File: src/rtl/corr_pred_pkg.sv
package corr_pred_pkg;

    // How the history is merged with the branch address to form a table index
    typedef enum logic {
        IDX_CONCAT = 1'b0,
        IDX_XOR    = 1'b1
    } idx_mode_e;

    // Weakly-not-taken reset value of an n-bit counter: 0 followed by ones
    function automatic int unsigned weak_not_taken(input int unsigned ctr_w);
        return (32'd1 << (ctr_w - 1)) - 32'd1;
    endfunction

endpackage

File: src/rtl/ghist_reg.sv
module ghist_reg #(
    parameter int HIST_W = 2
) (
    input  logic              clk,
    input  logic              rst_n,
    input  logic              shift_en,
    input  logic              outcome,
    output logic [HIST_W-1:0] hist
);

    logic [HIST_W-1:0] hist_nxt;

    generate
        if (HIST_W == 1) begin : g_single
            always_comb hist_nxt = outcome;
        end else begin : g_multi
            always_comb hist_nxt = {hist[HIST_W-2:0], outcome};
        end
    endgenerate

    always_ff @(posedge clk or negedge rst_n) begin
        if (!rst_n) begin
            hist <= '0;
        end else if (shift_en) begin
            hist <= hist_nxt;
        end
    end

endmodule

File: src/rtl/pred_index.sv
module pred_index
    import corr_pred_pkg::*;
#(
    parameter int        HIST_W   = 2,
    parameter int        ADDR_W   = 4,
    parameter idx_mode_e IDX_MODE = IDX_CONCAT,
    parameter int        IDX_W    = HIST_W + ADDR_W
) (
    input  logic [IDX_W-1:0]  pc_fld,
    input  logic [HIST_W-1:0] hist,
    output logic [IDX_W-1:0]  idx
);

    generate
        if (IDX_MODE == IDX_XOR) begin : g_xor
            logic [IDX_W-1:0] hist_ext;
            always_comb begin
                hist_ext = {{ADDR_W{1'b0}}, hist};
                idx      = pc_fld ^ hist_ext;
            end
        end else begin : g_concat
            logic unused_pc_hi;
            assign unused_pc_hi = ^pc_fld[IDX_W-1:ADDR_W];
            always_comb idx = {hist, pc_fld[ADDR_W-1:0]};
        end
    endgenerate

endmodule

File: src/rtl/ctr_step.sv
module ctr_step #(
    parameter int CTR_W = 2
) (
    input  logic [CTR_W-1:0] cur,
    input  logic             up,
    output logic [CTR_W-1:0] nxt
);

    localparam logic [CTR_W-1:0] CTR_MAX = '1;
    localparam logic [CTR_W-1:0] CTR_MIN = '0;

    always_comb begin
        nxt = cur;
        if (up) begin
            if (cur != CTR_MAX) nxt = cur + 1'b1;
        end else begin
            if (cur != CTR_MIN) nxt = cur - 1'b1;
        end
    end

endmodule

File: src/rtl/ctr_table.sv
module ctr_table #(
    parameter int             IDX_W   = 6,
    parameter int             CTR_W   = 2,
    parameter logic [CTR_W-1:0] RST_VAL = '0,
    parameter int             DEPTH   = 1 << IDX_W
) (
    input  logic             clk,
    input  logic             rst_n,
    input  logic [IDX_W-1:0] rd_p_idx,
    output logic [CTR_W-1:0] rd_p_ctr,
    input  logic [IDX_W-1:0] rd_u_idx,
    output logic [CTR_W-1:0] rd_u_ctr,
    input  logic             wr_en,
    input  logic [IDX_W-1:0] wr_idx,
    input  logic [CTR_W-1:0] wr_ctr
);

    logic [CTR_W-1:0] mem [DEPTH];

    always_ff @(posedge clk or negedge rst_n) begin
        if (!rst_n) begin
            for (int i = 0; i < DEPTH; i++) begin
                mem[i] <= RST_VAL;
            end
        end else if (wr_en) begin
            mem[wr_idx] <= wr_ctr;
        end
    end

    assign rd_p_ctr = mem[rd_p_idx];
    assign rd_u_ctr = mem[rd_u_idx];

endmodule

File: src/rtl/corr_predictor.sv
module corr_predictor
    import corr_pred_pkg::*;
#(
    parameter int        HIST_W   = 2,
    parameter int        CTR_W    = 2,
    parameter int        ADDR_W   = 4,
    parameter int        PC_W     = 32,
    parameter int        PC_SKIP  = 2,
    parameter idx_mode_e IDX_MODE = IDX_CONCAT
) (
    input  logic            clk,
    input  logic            rst_n,
    input  logic [PC_W-1:0] pred_pc,
    output logic            pred_taken,
    input  logic            upd_valid,
    input  logic [PC_W-1:0] upd_pc,
    input  logic            upd_taken
);

    localparam int               IDX_W   = HIST_W + ADDR_W;
    localparam logic [CTR_W-1:0] CTR_RST = CTR_W'(weak_not_taken(CTR_W));

    logic [HIST_W-1:0] hist_q;
    logic [IDX_W-1:0]  pred_idx;
    logic [IDX_W-1:0]  upd_idx;
    logic [CTR_W-1:0]  pred_ctr;
    logic [CTR_W-1:0]  upd_ctr_cur;
    logic [CTR_W-1:0]  upd_ctr_nxt;
    logic              unused_pc_bits;

    assign unused_pc_bits = ^{pred_pc, upd_pc};

    ghist_reg #(.HIST_W(HIST_W)) u_hist (
        .clk      (clk),
        .rst_n    (rst_n),
        .shift_en (upd_valid),
        .outcome  (upd_taken),
        .hist     (hist_q)
    );

    pred_index #(.HIST_W(HIST_W), .ADDR_W(ADDR_W), .IDX_MODE(IDX_MODE)) u_pidx (
        .pc_fld (pred_pc[PC_SKIP +: IDX_W]),
        .hist   (hist_q),
        .idx    (pred_idx)
    );

    pred_index #(.HIST_W(HIST_W), .ADDR_W(ADDR_W), .IDX_MODE(IDX_MODE)) u_uidx (
        .pc_fld (upd_pc[PC_SKIP +: IDX_W]),
        .hist   (hist_q),
        .idx    (upd_idx)
    );

    ctr_table #(.IDX_W(IDX_W), .CTR_W(CTR_W), .RST_VAL(CTR_RST)) u_table (
        .clk      (clk),
        .rst_n    (rst_n),
        .rd_p_idx (pred_idx),
        .rd_p_ctr (pred_ctr),
        .rd_u_idx (upd_idx),
        .rd_u_ctr (upd_ctr_cur),
        .wr_en    (upd_valid),
        .wr_idx   (upd_idx),
        .wr_ctr   (upd_ctr_nxt)
    );

    ctr_step #(.CTR_W(CTR_W)) u_step (
        .cur (upd_ctr_cur),
        .up  (upd_taken),
        .nxt (upd_ctr_nxt)
    );

    assign pred_taken = pred_ctr[CTR_W-1];

endmodule

File: config.mk
export PLATFORM = sky130hd
export DESIGN_NAME = corr_predictor
export DESIGN_NICKNAME = d
export VERILOG_FILES = /design/src/rtl/corr_pred_pkg.sv /design/src/rtl/ghist_reg.sv /design/src/rtl/pred_index.sv /design/src/rtl/ctr_step.sv /design/src/rtl/ctr_table.sv /design/src/rtl/corr_predictor.sv
export SDC_FILE = /design/constraint.sdc
export NUM_CORES = 1
export LEC_CHECK = 0
export ABC_CLOCK_PERIOD_IN_PS = 3500
export BUFFER_PORTS_ARGS = -buffer_cell sky130_fd_sc_hd__buf_2
export CORE_UTILIZATION = 45
export DETAILED_ROUTE_END_ITERATION = 12
export GPL_ROUTABILITY_DRIVEN = 1
export GPL_TIMING_DRIVEN = 0
export SYNTH_ARGS = -nofsm -noshare
export SYNTH_HDL_FRONTEND = slang
export SYNTH_SLANG_ARGS = --single-unit
File: constraint.sdc
create_clock -name clk -period 3.5 [get_ports clk]
set_input_delay 0.175 -clock clk [delete_from_list [all_inputs] [get_ports clk]]
set_output_delay 0.175 -clock clk [all_outputs]
set_load 0.1 [all_outputs]
After elaboration in Yosys (flattened, before gate mapping)
Index checks and enable logic that the tools add are counted.

storage, ports and cells
  output and inout bits = 1
  bits in registers = 130
  logic and storage cells = 87

cells by class
  magnitude comparators = 3
  muxes and demuxes = 12
  eq/ne operators = 1
  bitwise operators = 2
  add/sub/neg operators = 2
  reductions and logical operators = 2

operator list
  cell                                                        number
  bitwise mux 128 bit                                         1
  binary-select mux 2 bit (select 6 bit)                      2
  2-to-1 mux 2 bit                                            8
  >= comparator 7 bit, second input constant                  2
  inverter 6 -> 7 bit                                         2
  demux 2 bit (select 6 bit)                                  1
  less-than comparator 7 x 1 -> 1 bit, second input constant  1
  adder 2 x 1 -> 2 bit, second input constant                 1
  != test 2 bit, second input constant                        1
  nonzero test 2 bit                                          1
  subtractor 2 x 1 -> 2 bit, second input constant            1
  logical AND 1 bit                                           1

Longest topological paths before layout
Gate-level depths: netlist of run 1.

  word-level depth = 8
  gate-level depth with buffers = 11
  depth with buffers taken out = 7

Hierarchy
Synthesis of run 1 repeated with hierarchy kept, for this count alone.

unflattened totals
  cells, all modules = 567
  area, all modules = 7694.9 µm²

by module, submodules not included
  module      instances  cells an instance  seq. area each (µm²)  area an instance (µm²)
  ctr_table   1          548                3283.1                7505.9
  pred_index  2          6                  0.0                   45.0
  ghist_reg   1          4                  50.0                  72.6
  ctr_step    1          3                  0.0                   26.3

Worst setup path before layout of run 1
No wires, ideal clock.

  path kind = in2out
  start point = input pred_pc[2]
  end point = output pred_taken
  arrival = 2.618 ns
  buffers on the path = 2
  setup slack = 0.707 ns
  stages on the path = 5
  cells stage by stage = clkbuf_1 buf_2 mux4_2 mux4_2 mux4_2

on the way
  longest elaborated chain between the ends = 4

RTL lines
  element                                              line                  source
  start, declared                                      corr_predictor.sv:13  input logic [PC_W-1:0] pred_pc,
  inverter 6 -> 7 bit (not written as such)            ctr_table.sv:30       assign rd_p_ctr = mem[rd_p_idx];
  binary-select mux 2 bit (select 6 bit)               ctr_table.sv:30
  2-to-1 mux 2 bit (not written as such) (2 in a row)  ctr_table.sv:30
  end, declared                                        corr_predictor.sv:14  output logic pred_taken,

No other way between the ends. The select of a mux whose other input is x is not followed.

Worst setup path in the final report of run 1
Same ends and word-level chain as after synthesis.

==> impl_results.md, run 1 <==
* CTS Root Cell: clkbuf_16
* GRT met3 Usage at 7.87%
* Routed length per placed instance at 23.7 um
* Residual DRC at 0
* Routing usage on met2 at 44.6%
* FILL cells at 1375
* Initial Utilization at 46.4%
* Detail Route Antenna Nets at 0
* Most frequent cell after synthesis: nand2_1
* Vias per std cell at 6.00
* Leading area contributor after synthesis: dfstp_2
* Num ports at 69
* FMAX at 0.299 GHz
* DRT Pass-1 Iters at 6
* Reg2reg setup slack at 0.57 ns
* Gr usage total at 29.0%
* PortBufs at 9
* Die Y at 127 um
* Layout Skew at 0.00987 ns
* RSZ-0062 raised after global routing: false
* Top post-synthesis cells by count: 202 x nand2_1, 66 x dfrtp_1, 64 x dfstp_2
* R2R Path End: u_table.mem[111]
* Largest net degree at the start of global routing at 87
* Synthesis-to-layout area growth at 14.6%
* Relative slew margins at 10.1%
* Post-CTS sizing at 0
* Hold Crit Class: input port to flip-flop
* Mean post-synth cell area at 10.6 um^2
* Mapped cell area at 0.00708 mm^2
* DR vias at 5540
* GPL Wtd Cong at 0.927
* Htree depth at 4
* Final Hold Vio Count at 0
* Critical Path Most Common Cell: mux4_2
* Crit path max fanout at 10
* Inserted Diodes at 0
* Hpwl dp at 15300 um
* Worst path max stage delay at 0.58 ns
* Core area at 0.0153 mm^2
* FF/Latch Area at 0.00333 mm^2
* Post-synth EDFFs at 0
* Outcome: finished clean
* P_leak at 3.21 nW
* Worst r2r path cells at 9
* CP Cell Sequence: clkbuf_1 > buf_2 > mux4_2 > mux4_2 > mux4_2 > buf_2
* Initial DRC Count at 584
* Arr. time, crit path at 3.17 ns
* Fin nets at 768
* CTS tree: yes
* Power Density at 648 mW/mm^2
* Most common flop cell mapped by yosys: dfrtp_1
* Worst-Skew Late Latency at 0.43 ns
* Launching point of the worst reg2reg path: u_hist.hist[0]
* Vias in the first global route at 5419
* Die X at 127 um
* Final setup viols at 0
* Least-Margin Pin Slew at 1.34 ns
* Slowest-stage cell, CP: mux4_2
* Global routing's busiest layer: met2
* Worst hold slack at 0.0464 ns
* Share of cells above drive strength 1 at 34.9%
* Synth async-reset ratio at 100%
* Synth top area share at 23.7%
* Period utilization at 95.5%
* Clock Sinks at 130
* Critical path startpoint category: input port
* Unique masters post-synth at 52
* Area of the multi-input gates at 0.00342 mm^2
* Initial antenna violation count at 0
* Hold EP: u_hist.hist[0]
* Die area at 0.0162 mm^2
* Util after Layout at 53.2%
* Max-cap violations at 0
* Yosys warns at 0
* First-pass GRT wire length at 33600 um
* Sequential area share after synthesis at 47.1%
* Synthesized Nets at 736
* GRT overflow at 0
* Count of pins over their slew limit at 0
* WP data required at 3.32 ns
* Row cnt at 45
* Synth top area cells: dfstp_2 24%, dfrtp_1 23%, mux4_2 11%
* #FFs+latches synth at 130
* Cells after synthesis at 668
* Worst-path clk slew at 0.06 ns
* Total wire length at 21900 um
* Hold path depth at 2
* Crit Path Category: input port to output pin
* Max VDD drop at 0.000395 V
* Num CTS Buffers at 17
* Grt met1 use at 38.7%
* Worst hold start: upd_taken
* Crit. End Element: output pin
* Max Buffers Root-to-Sink at 2
* Crit path time final at 3.34 ns
[state kept, by name, summed over array words and instances, names as in the netlist]
signal	cells
u_hist.hist	2
u_table.mem	128
[cell type report]
| class | instances | share of cell area [%] |
|---|---|---|
| Multi-Input combinational cell | 494 | 42.2 |
| Sequential cell | 130 | 41.1 |
| Clock buffer | 20 | 5.75 |
| Buffer | 41 | 3.99 |
| Tap cell | 211 | 3.25 |
| Clock inverter | 12 | 2.22 |
| Timing Repair Buffer | 13 | 1.37 |
| Inverter | 3 | 0.139 |
[metal layers]
metal  vias up  wire length (um)
met2       226             10000
li1       2495                 -
met1      2768              9420
met4         0               695
met5         -                 0
met3        51              1720
[cells in the final DEF, fill, tap and decap left out, drive strengths merged, types with 6 or more instances in the layout]
cell type,instances
dfstp,64
nand2,202
and3,7
mux4,36
clkbuf,28
dfrtp,66
nand3b,6
nor2b,6
o21ai,131
nor3b,9
a22oi,7
nor2,9
buf,45
mux2i,12
[power breakdown]
part	switching, mW	internal, mW
combinational	0.637	0.472
clock	0.696	1.25
sequential	0.242	1.96
[cells by family (layout without fill, tap and decap cells)]
group                    Yosys count  in the layout  synth area share [%]
multiplexers                      51             51                  13.6
buffers and inverters             44             89                  4.74
adder cells (fa/ha/maj)            2              2                 0.389
AND/OR/NAND/NOR                  263            263                  16.3
flip-flops                       130            130                  47.1
AO/OA/AOI/OAI                    178            178                  17.8
[repair_timing]
action | CTS | global route
hold buffers | 1 | 0
setup buffers | 0 | 0
hold endpoints to repair | 30 | 0
[critical path: cells and delay by family]
kind	cells	cell delay [ns]
buffers and inverters	3	1.37
multiplexers	3	1.62
[stage by stage]
| stage | cell area (um^2) | TNS (ns) | power (mW) | setup WS [ns] | instances |
|---|---|---|---|---|---|
| 2_1_floorplan | 7080 | 0 | 2.94 | 0.707 | 668 |
| 3_3_place_gp | 7390 | -0.129 | 3.27 | -0.0593 | 888 |
| 3_5_place_dp | 7460 | 0 | 3.32 | 0.174 | 891 |
| 4_1_cts | 8110 | 0 | 5.27 | 0.170 | 924 |
| 5_1_grt | 8110 | 0 | 5.47 | 0.0727 | 924 |
| 6_report | 8110 | 0 | 5.25 | 0.157 | 924 |
[how the worst max path moves through the flow]
stage	start	end	slack (ns)	cells after the start
global placement	upd_pc[4]	u_table.mem[23]	-0.06	8
floorplan	pred_pc[2]	pred_taken	0.71	5
CTS	pred_pc[2]	pred_taken	0.17	6
detailed placement	pred_pc[2]	pred_taken	0.17	6
finish	pred_pc[2]	pred_taken	0.16	6
global route	pred_pc[2]	pred_taken	0.07	6
(Power assumes the default switching activity.)
==> run 2, diff against run 1 <==
==> constraint.sdc (replaced) <==
create_clock -name clk -period 3.5 [get_ports clk]
set_input_delay 0 -clock clk [delete_from_list [all_inputs] [get_ports clk]]
set_output_delay 0 -clock clk [all_outputs]
set_load 0.1 [all_outputs]
==> impl_results.md, run 2 (synthesis gave the netlist of run 1 again) <==
* Worst-path clk slew at 0.06 ns (about the same)
* Count of pins over their slew limit at 0 (unchanged)
* Vias in the first global route at 5435 (+0.30%)
* Clock Sinks at 130 (unchanged)
* Largest Register: u_table.mem
* Die X at 127 um (unchanged)
* Crit path time final at 2.96 ns (-0.381 ns)
* Outcome: finished clean
* Row cnt at 45 (unchanged)
* Worst r2r path cells at 9 (unchanged)
* Share of cells above drive strength 1 at 34.8% (-0.15 points)
* Max Buffers Root-to-Sink at 2 (unchanged)
* CTS tree: yes
* Largest net degree at the start of global routing at 87 (unchanged)
* Hold Crit Class: input port to asynchronous set/reset pin
* Arr. time, crit path at 2.96 ns (-0.21 ns)
* Setup TNS at 0 ns (unchanged)
* Initial DRC Count at 513 (-12%)
* DRT Pass-1 Iters at 5 (-1)
* Num ports at 69 (unchanged)
* Die area at 0.0162 mm^2 (unchanged)
* Fin nets at 771 (+0.39%)
* Total wire length at 21900 um (about the same)
* Crit Path Category: input port to output pin
* Initial Utilization at 46.4% (unchanged)
* Critical Path Most Common Cell: mux4_2
* GPL Wtd Cong at 0.927 (unchanged)
* Post-place setup slack at 0.524 ns (+0.350 ns)
* Worst path max stage delay at 0.58 ns (about the same)
* Crit path max fanout at 10 (unchanged)
* Slowest-stage cell, CP: mux4_2
* RSZ-0062 raised after global routing: false
* Num CTS Buffers at 17 (unchanged)
* P_leak at 3.22 nW (+0.39%)
* Biggest regs: u_table.mem: 128 flops, u_hist.hist: 2 flops
* Util after Layout at 53.4% (+0.20 points)
* Placed cell area at 0.00746 mm^2 (unchanged)
* CP Cell Sequence: clkbuf_1 > buf_2 > mux4_2 > mux4_2 > mux4_2 > buf_2
* Commonest non-fill, non-tap cells in the layout: 202 x nand2_1, 66 x dfrtp_1, 64 x dfstp_2
* Tot Pwr at 5.26 mW (+0.13%)
* Final Hold Vio Count at 0 (unchanged)
* Setup ws final at 0.538 ns (+0.381 ns)
* Inserted Diodes at 0 (unchanged)
* Synthesis-to-layout area growth at 15.0%
* Worst-Skew Late Latency at 0.43 ns (about the same)
* FMAX at 0.338 GHz (+13%)
* Max FFs per register at 128 (unchanged)
* Launching point of the worst reg2reg path: u_hist.hist[0]
* Hpwl dp at 15300 um (unchanged)
* Max-cap violations at 0 (unchanged)
* Core area at 0.0153 mm^2 (unchanged)
* Residual DRC at 0 (unchanged)
* Most common cell after layout, fill and taps aside: nand2_1
* WP data required at 3.50 ns (+0.18 ns)
* DR vias at 5530 (-0.18%)
* Vias per std cell at 5.97 (-0.50%)
* Least-Margin Pin Slew at 1.30 ns (-0.0476 ns)
* Layout Skew at 0.0109 ns (+0.00105 ns)
* Crit. End Element: output pin
* Gr usage total at 29.0% (about the same)
* GRT overflow at 0 (unchanged)
* Post-CTS sizing at 0 (unchanged)
* Reg2reg setup slack at 0.56 ns (about the same)
* Max VDD drop at 0.000395 V (about the same)
* Initial antenna violation count at 0 (unchanged)
* R2R Path End: u_table.mem[97]
* CTS Root Cell: clkbuf_16
* Detail Route Antenna Nets at 0 (unchanged)
* Htree depth at 4 (unchanged)
* Final setup viols at 0 (unchanged)
* PortBufs at 9 (unchanged)
* Top delay family on crit path: multiplexers
* Relative slew margins at 13.3% (+3.2 points)
* Period utilization at 84.6% (-11 points)
* Routed length per placed instance at 23.6 um (-0.28%)
* CP bufs+invs at 3 (unchanged)
* Fin area at 0.00814 mm^2 (+0.37%)
* Critical path startpoint category: input port
* First-pass GRT wire length at 33600 um (+0.13%)
* Power Density at 646 mW/mm^2 (-0.24%)
* Die Y at 127 um (unchanged)
run 2: cell types whose count changed in the layout (fill, tap and decap cells not counted), sizes merged:
| cell | change |
|---|---|
| dlygate4sd3 | +3 |
run 2: power by group:
part,switching [mW],internal (mW),leakage (nW)
Clock,0.698,1.25,0.300
Sequential,0.244,1.96,1.56
Combinational,0.637,0.474,1.37
run 2: per-layer routing:
layer	GRT usage, %	vias up	wire [um]	share of wire (%)
li1	-	2497	-	-
met1	38.7	2754	9630	44
met2	44.7	224	10000	46
met3	7.87	55	1520	6.9
met4	12.2	0	725	3.3
met5	0	-	0	0
run 2: cell type report:
type,count,area (um^2)
buffer,41,324
clock buffer,20,467
clock inverter,12,180
fill,1374,7120
inverter,3,11.3
multi-input combinational,494,3420
sequential,130,3330
tap,211,264
timing repair buffer,16,141
run 2: what timing repair did:
action | 4_1_cts | 5_1_grt
hold buffers | 4 | 0
buffers inserted | 0 | 0
hold endpoints to repair | 91 | 0
run 2: how the worst max path moves through the flow:
stage,from,end,slack (ns),cells past startpoint
after CTS,pred_pc[2],pred_taken,0.52,6
after global routing,u_hist.hist[0],u_table.mem[86],0.34,10
after global placement,upd_pc[4],u_table.mem[23],0.12,8
after floorplan,pred_pc[2],pred_taken,1.06,5
final,pred_pc[2],pred_taken,0.54,6
after detailed placement,pred_pc[2],pred_taken,0.52,6
run 2: stage by stage:
| step | instances | hold slack (ns) |
|---|---|---|
| floorplan | 668 | -0.296 |
| global route | 927 | 0.118 |
| detailed placement | 891 | -0.0395 |
| global placement | 888 | 0.293 |
| finish | 927 | 0.0756 |
| CTS | 927 | 0.0825 |
==> run 3, diff against run 2 <==
- ABC_CLOCK_PERIOD_IN_PS: 3500 -> 2550
- PLACE_DENSITY: unset -> 0.66
- clock period: 3.5 -> 2.55 ns (I/O delays scaled with it)
==> impl_results.md, run 3 (synthesis gave the netlist of run 1 again) <==
* Outcome: finished, violations left
* Failing checks: negative setup slack
* FILL cells at 1246 (-9.3%)
* Max VDD drop at 0.000479 V (+21%)
* Synthesis-to-layout area growth at 22.7%
* R2R Path End: u_table.mem[98]
* Power Density at 854 mW/mm^2 (+32%)
* Count of pins over their slew limit at 0 (unchanged)
* P_leak at 3.49 nW (+8.4%)
* Row cnt at 45 (unchanged)
* Fin area at 0.00869 mm^2 (+6.7%)
* Vias in the first global route at 5789 (+6.5%)
* WP data required at 2.91 ns (-0.59 ns)
* Arr. time, crit path at 3.02 ns (+0.06 ns)
* Initial Utilization at 46.4% (unchanged)
* Util after Layout at 57.0% (+3.6 points)
* Total wire length at 22700 um (+3.8%)
* Commonest non-fill, non-tap cells in the layout: 202 x nand2_1, 64 x dfstp_2, 64 x dfrtp_1
* Critical path startpoint category: flip-flop
* Crit. End Element: flip-flop
* Hold Crit Class: input port to asynchronous set/reset pin
* Worst r2r path cells at 11 (+2)
* Reg2reg setup slack at -0.11 ns (-0.67 ns)
* Tot Pwr at 7.42 mW (+41%)
* GRT overflow at 0 (unchanged)
* Num ports at 69 (unchanged)
* Initial antenna violation count at 0 (unchanged)
* Relative slew margins at 13.1% (-0.17 points)
* Launching point of the worst reg2reg path: u_hist.hist[1]
* Worst-Skew Late Latency at 0.43 ns (about the same)
* Largest Register: u_table.mem
* Crit path time final at 2.66 ns
* CTS Root Cell: clkbuf_16
* FMAX at 0.376 GHz
* Layout Skew at 0.0137 ns (+0.00276 ns)
* Crit path max fanout at 8 (-2)
* Clock Sinks at 130 (unchanged)
* Setup ws final at -0.112 ns (-0.650 ns)
* Routed length per placed instance at 23.8 um (+0.93%)
* Die area at 0.0162 mm^2 (unchanged)
* Post-place setup slack at -0.467 ns (-0.991 ns)
* Fin nets at 797 (+3.4%)
* Max FFs per register at 128 (unchanged)
* CTS tree: yes
* Num CTS Buffers at 17 (unchanged)
* Worst-path clk slew at 0.06 ns (about the same)
* Detail Route Antenna Nets at 0 (unchanged)
* Placed cell area at 0.00744 mm^2 (-0.15%)
* RSZ-0062 raised after global routing: true
* First-pass GRT wire length at 34700 um (+3.3%)
* Gr usage total at 29.6% (+0.61 points)
* Most common cell after layout, fill and taps aside: nand2_1
* Final Hold Vio Count at 0 (unchanged)
* PortBufs at 9 (unchanged)
* Share of cells above drive strength 1 at 40.7% (+5.9 points)
* Max-cap violations at 0 (unchanged)
* Die X at 127 um (unchanged)
* Die Y at 127 um (unchanged)
* Period utilization at 104%
* Max Buffers Root-to-Sink at 2 (unchanged)
* Inserted Diodes at 0 (unchanged)
* Biggest regs: u_table.mem: 128 flops, u_hist.hist: 2 flops
* Hpwl dp at 15200 um (-0.20%)
* Largest net degree at the start of global routing at 73 (-16%)
* Core area at 0.0153 mm^2 (unchanged)
* CP Launch Point: u_hist.hist[1]
* GPL Wtd Cong at 0.978 (+5.5%)
* Worst hold slack at 0.112 ns (+0.0361 ns)
* Initial DRC Count at 586 (+14%)
* Htree depth at 4 (unchanged)
* DR vias at 5825 (+5.3%)
* Least-Margin Pin Slew at 1.30 ns (+0.00255 ns)
* Crit Path Category: flip-flop to flip-flop
* Residual DRC at 0 (unchanged)
* Final setup viols at 79 (+79)
* DRT Pass-1 Iters at 5 (unchanged)
* Vias per std cell at 6.11 (+2.5%)
[run 3: metal layers]
metal  up-vias  GRT usage (%)  wire (um)
met5         -              0          0
met4         0           14.8       1230
met3        84           7.54       1960
met2       321           45.4      10200
met1      2866           39.1       9280
li1       2554              -          -
[run 3: where the power goes]
group,internal (mW),switching [mW],total (mW)
logic,0.909,1.01,1.92
clock network,1.59,0.905,2.49
registers,2.69,0.321,3.01
[run 3: worst max path at each step]
stage	cells after the start	end
CTS	4	pred_taken
detailed placement	9	u_table.mem[127]
global route	12	u_table.mem[68]
global placement	8	u_table.mem[23]
floorplan	5	pred_taken
finish	11	u_table.mem[98]
[run 3: repair_timing]
| item | 4_1_cts | 5_1_grt |
|---|---|---|
| pin swaps | 52 | 30 |
| hold endpoints to repair | 60 | 0 |
| gates cloned | 3 | 5 |
| endpoints found under the setup margin | 129 | 126 |
| gates resized for setup | 36 | 42 |
| buffers inserted | 18 | 2 |
| hold buffers | 4 | 0 |
[run 3: worst max-delay path: stages (launching register included)]
cell and delay, ns:
dfrtp_2 0.47, buf_6 0.17, nand3b_1 0.25, o22ai_2 0.24, o22ai_2 0.11, a22oi_2 0.28, a2111oi_4 0.07, buf_4 0.19
maj3_4 0.37, buf_12 0.17, clkbuf_16 0.16, o21ai_2 0.11
[run 3: per-stage QoR]
step | TNS [ns] | cells
after detailed placement | -49.66 | 890
final | -5.49 | 953
after global placement | -59.29 | 888
after CTS | -0.0561 | 946
after global routing | -12.51 | 953
after floorplan | 0 | 668
[run 3: final cells by class]
| type | count | area [um^2] | share of cell area [%] |
|---|---|---|---|
| plain buffers | 40 | 392 | 4.51 |
| well taps | 211 | 264 | 3.04 |
| clock buffers | 23 | 468 | 5.38 |
| multi-input cells | 495 | 3590 | 41.3 |
| flip-flops and latches | 130 | 3340 | 38.4 |
| inverters | 3 | 11.3 | 0.130 |
| repair buffers | 42 | 500 | 5.76 |
| clock inverters | 9 | 130 | 1.50 |
